### config.mk
export PLATFORM = sky130hd
export DESIGN_NAME = prec_watch
export DESIGN_NICKNAME = d
export VERILOG_FILES = /design/src/rtl/prec_watch.sv
export SDC_FILE = /design/constraint.sdc
export NUM_CORES = 1
export LEC_CHECK = 0
export CORE_AREA = 2 2 39 41
export DETAILED_ROUTE_END_ITERATION = 8
export DIE_AREA = 0 0 41 43
export GPL_ROUTABILITY_DRIVEN = 1
export PLACE_DENSITY_LB_ADDON = 0.2
export SYNTH_ARGS = -nofsm -noshare
export SYNTH_HDL_FRONTEND = slang
export SYNTH_SLANG_ARGS = --single-unit
### constraint.sdc
create_clock -name clk -period 2.7 [get_ports clk]
set_clock_uncertainty 0.05 [all_clocks]
set_input_delay 0.675 -clock clk [delete_from_list [all_inputs] [get_ports clk]]
set_output_delay 0.675 -clock clk [all_outputs]
set_load 0.01 [all_outputs]
### src/rtl/prec_watch.sv
module prec_watch #(
  parameter int CNT_W  = 4,
  parameter bit OVF_EN = 1'b1
) (
  input  logic             clk,
  input  logic             rst,
  input  logic             tick_a,
  input  logic             tick_b,
  output logic [CNT_W-1:0] lead_cnt,
  output logic             viol,
  output logic             err,
  output logic             ovf
);
  localparam logic [CNT_W-1:0] CNT_MAX = '1;
  localparam logic [CNT_W-1:0] CNT_ONE = CNT_W'(1);

  logic at_zero, at_max, bad, up, down;

  assign at_zero = (lead_cnt == '0);
  assign at_max  = (lead_cnt == CNT_MAX);
  assign bad     = tick_b && at_zero;
  assign up      = tick_a && !tick_b && !at_max;
  assign down    = tick_b && !tick_a && !bad;

  always_ff @(posedge clk) begin
    if (rst) begin
      lead_cnt <= '0;
      viol     <= 1'b0;
      err      <= 1'b0;
    end else begin
      viol <= bad;
      err  <= err | bad;
      if (up)
        lead_cnt <= lead_cnt + CNT_ONE;
      else if (down)
        lead_cnt <= lead_cnt - CNT_ONE;
    end
  end

  generate
    if (OVF_EN) begin : g_ovf
      always_ff @(posedge clk) begin
        if (rst) ovf <= 1'b0;
        else     ovf <= tick_a && !tick_b && at_max;
      end
    end else begin : g_no_ovf
      assign ovf = 1'b0;
    end
  endgenerate
endmodule


# Word level (Yosys, flattened, before mapping)
# Index checks and enable logic that the tools add are counted.
# word_totals
regBits	7
latch_bits	0
mem_bits_rw	0
romBits	0
in_bits	4
n_memories	0
# classes
n_addsub	2
multipliers	0
div	0
magnitude_cmp	0
eq_ne	1
n_shift	0
mux	2
bitwise	1
reduce_logical	12
# op_table
cell	n
$mux W4	2
$logic_and A1 B1 Y1	6
$add A4 B1 Y4 const B	1
$eq A4 B4 Y1 const B	1
$logic_not A1 Y1	4
$logic_not A4 Y1	1
$sub A4 B1 Y4 const B	1
$reduce_bool A2 Y1	1
$or A1 B1 Y1	1

# Logic depth before layout (Yosys ltp)
# depth
depth_word	6
mapped_depth	7
mapped_depth_nobuf	7

# Worst setup path after synthesis
# Ideal clock, no wire load.
# synth_timing
kind	input-to-reg
from	input tick_b
to	register lead_cnt[3]
arrival_time_ns	2.119
required_time_ns	2.527
path_slack_ns	0.408
stages	7
n_path_buf	0
path_cell_list	nand2b_1 -> nand2b_1 -> ha_1 -> a21oi_1 -> a211oi_2 -> a31oi_1 -> mux2_1
# synth_via
elab_chain_len	4
word_cells_on_any_way	9
# synth_lines
element	line	text
start: declaration	8	input logic tick_b,
$logic_not A1 Y1 or $logic_and A1 B1 Y1 (tied branches)	22, 21	
$logic_and A1 B1 Y1 or $logic_not A1 Y1 (tied branches)	22, 23	
$logic_and A1 B1 Y1, on equally long branches	22, 23	
$mux W4 or $reduce_bool A2 Y1 (tied branches)	--	
end signal: assignment	34	lead_cnt <= lead_cnt + CNT_ONE;
end signal: assignment	36	lead_cnt <= lead_cnt - CNT_ONE;
end: declaration	9	output logic [CNT_W-1:0] lead_cnt,
# Several ways; a longest one is shown, not always the timed one.
# A chain may end at the register's enable or synchronous reset.

# Worst setup path in the final report
# Ends and elaborated chain as after synthesis.

==> run_results.csv <==
group,metric,value,unit
global_route,grt_overflow_total,0,
global_route,top_usage_layer,"met2",
pwr,power_leakage,0.000211,uW
pwr,peakVddDrop,304,uV
synthesis,synth_common_cells,"7 x dfxtp_1, 7 x nor2_1, 3 x nand2b_1",
routing,drcViolationCount,0,
clocking,htree_levels,1,
worst_setup_path,critical_path_arrival,2.58,ns
floorplan,die-area,0.00176,mm^2
finish,final_cells,71,
floorplan,initial_core_util,27.3,%
routing,wl_per_cell,10.4,um
worst_setup_path,cp_top_family,"compound AO/OA/AOI/OAI gates",
worst_setup_path,path_class,"primary input to register",
clocking,cts_root_buf,"clkbuf_4",
synthesis,post_synth.cell_area_avg,9.94,um^2
synthesis,synth_area_leaders,"dfxtp_1 37%, nor2_1 7.0%, ha_1 6.6%",
timing,maxSlewHeadroom,76.8,%
clocking,cts_tree,"built",
worst_setup_path,r2r_slack,0.59,ns
floorplan,fp-row-count,14,
placement,gp_congestion,0.703,
placement,io_buffers,10,
synthesis,yosysTopAreaCellShare,37.1,%
synthesis,synthArstFlopShare,0,%
clocking,insertion_delay,0.25,ns
clocking,postCtsHoldBufs,0,
routing,drtPass1Iterations,4,
synthesis,synth-edff-count,0,
status,status,"complete, no violations",
worst_setup_path,worst-path-max-fanout,3,
routing,via_count,325,
worst_setup_path,required,2.79,ns
timing,slew_viol_final,0,
synthesis,ys_ff_latch,7,
clocking,path_clk_slew,0.05,ns
floorplan,io_pins,11,
routing,ant_nets,0,
clocking,ctsResizeCount,0,
finish,synthToLayoutAreaGrowth,45.7,%
timing,period_needed,2.49,ns
clocking,cts_setup_buffers,0,
routing,routed_wl,736,um
pwr,powerDensity,695,mW/mm^2
min_path,worst_hold_path.endpoint,"err",
synthesis,synth_nets,45,
global_route,use_met1,14.0,%
placement,dpl.hpwl,548,um
routing,drt_iter0_markers,8,
global_route,use_met2,14.7,%
worst_setup_path,r2r_cells,7,
timing,setup-violations-final,0,
worst_setup_path,crit_top_cell,"nand2b_1",
worst_setup_path,startpoint,"tick_b",
min_path,hold_depth,2,
global_route,grt_pass1_wl,1.30,mm
worst_setup_path,worst-path-buf-inv,1,
floorplan,die_x,41,um
global_route,grt_pass1_vias,303,
floorplan,core,0.00138,mm^2
finish,utilization,39.8,%
worst_setup_path,reg2reg_from,"lead_cnt[0]",
routing,viasPerCell,4.58,
timing,fin_crit_sh,92.4,%
synthesis,ys_seq_area_share,37.1,%
worst_setup_path,start_kind,"primary input",
synthesis,synth_top_flop_cell,"dfxtp_1",
timing,worstMarginPinSlew,0.348,ns
timing,rsz0062_at_grt,"no",
global_route,antenna_found_initial,0,
global_route,grt_max_degree,9,
timing,hold_viol_final,0,
worst_setup_path,critPathMaxStageDelay,0.42,ns
worst_setup_path,worst_path_max_delay_cell,"clkdlybuf4s50_1",
timing,fmax,0.401,GHz
synthesis,synth_area_leader_cell,"dfxtp_1",
synthesis,syn_inst,38,
global_route,globalRouteTotalUtil,11.5,%
clocking,cts_inserted_buffers,3,
floorplan,die_h,43,um
placement,dp.cells,67,
min_path,hold_class,"register to register",
synthesis,synth_cell_type_count,21,
synthesis,syn_area,378,um^2
min_path,hp-start,"err",
finish,fin_nets,63,
clocking,clock_sinks,7,
worst_setup_path,r2r-end,"lead_cnt[3]",
worst_setup_path,cp_cell_sequence,"clkdlybuf4s50_1 > nand2b_1 > nand2b_1 > ha_1 > a21oi_1 > a211oi_2 > a31oi_1 > mux2_1",
finish,diodes,0,
worst_setup_path,setup.worst_path.end_class,"register",
finish,drive_above_1_share,18.2,%
flow_run,maxCapViolations,0,
global_route,grt_use_met3,9.42,%
clocking,clock_path_buffers,2,
synthesis,yosysWarnings,0,
==> placed cells by master, fill, tap and decap left out <==
master / n
nor2b_1: 1
fa_1: 1
clkbuf_4: 3
clkdlybuf4s50_1: 10
xnor2_1: 2
clkbuf_1: 1
a21oi_1: 2
a211oi_2: 1
nor2_1: 7
mux2_1: 1
nand2b_1: 3
mux2i_1: 1
buf_4: 4
a31oi_1: 1
ha_1: 2
nor3_1: 1
nand2_1: 1
dfxtp_1: 7
a211oi_1: 1
nand4_1: 1
nand3_1: 1
o22ai_2: 1
and4_1: 1
nor4_4: 1
==> sequential cells by signal, summed over array words and instances, names as in the netlist <==
signal	cells
ovf	1
lead_cnt	4
err	1
viol	1
==> final cells by class <==
cell class                      count  area, um^2
Clock buffer                        4        26.3
Fill cell                         140         833
Multi-Input combinational cell     30         234
Sequential cell                     7         140
Tap cell                           16        20.0
Timing Repair Buffer               14         130
==> power by group <==
| part | internal [uW] | switching (uW) | total, uW |
|---|---|---|---|
| clock network | 56.3 | 37.3 | 93.6 |
| logic | 82.4 | 56.1 | 139 |
| registers | 121 | 29.6 | 150 |
| total | 259 | 123 | 382 |
==> layer usage <==
layer,wire length (um),share of wire (%)
met1,324,44
met2,354,48
met3,58,7.9
met4,0,0
met5,0,0
==> logic make-up after synthesis <==
group	Yosys count	share of synthesized area, %
AND/OR/NAND/NOR	17	26.8
flip-flops	7	37.1
AO/OA/AOI/OAI	6	12.9
adder cells (fa/ha/maj)	3	11.9
XOR/XNOR	2	4.64
multiplexers	2	5.63
buffers and inverters	1	0.992
==> worst register-to-register path, stage by stage (launching register included) <==
cell and delay, ns:
dfxtp_1 0.52, nand4_1 0.18, nand2b_1 0.17, ha_1 0.28, a21oi_1 0.22, a211oi_2 0.10
a31oi_1 0.16, mux2_1 0.33
==> worst max path at each step <==
stage	end	slack, ns	cells after the start
floorplan	lead_cnt[3]	0.41	7
global placement	lead_cnt[3]	-0.07	8
detailed placement	lead_cnt[3]	-0.05	8
CTS	lead_cnt[3]	0.20	8
global route	lead_cnt[3]	0.1	8
finish	lead_cnt[3]	0.21	8
==> per-stage QoR <==
stage	TNS [ns]	hold slack [ns]	power, uW	worst slack (ns)	cell area (um^2)
floorplan	0	0.452	232	0.408	378
CTS	0	0.423	389	0.204	551
global route	0	0.465	419	0.0997	551
detailed placement	-0.0536	0.411	291	-0.0536	524
finish	0	0.414	382	0.206	551
global placement	-0.0741	0.402	292	-0.0741	524
Power figures use the tool's default switching activity.
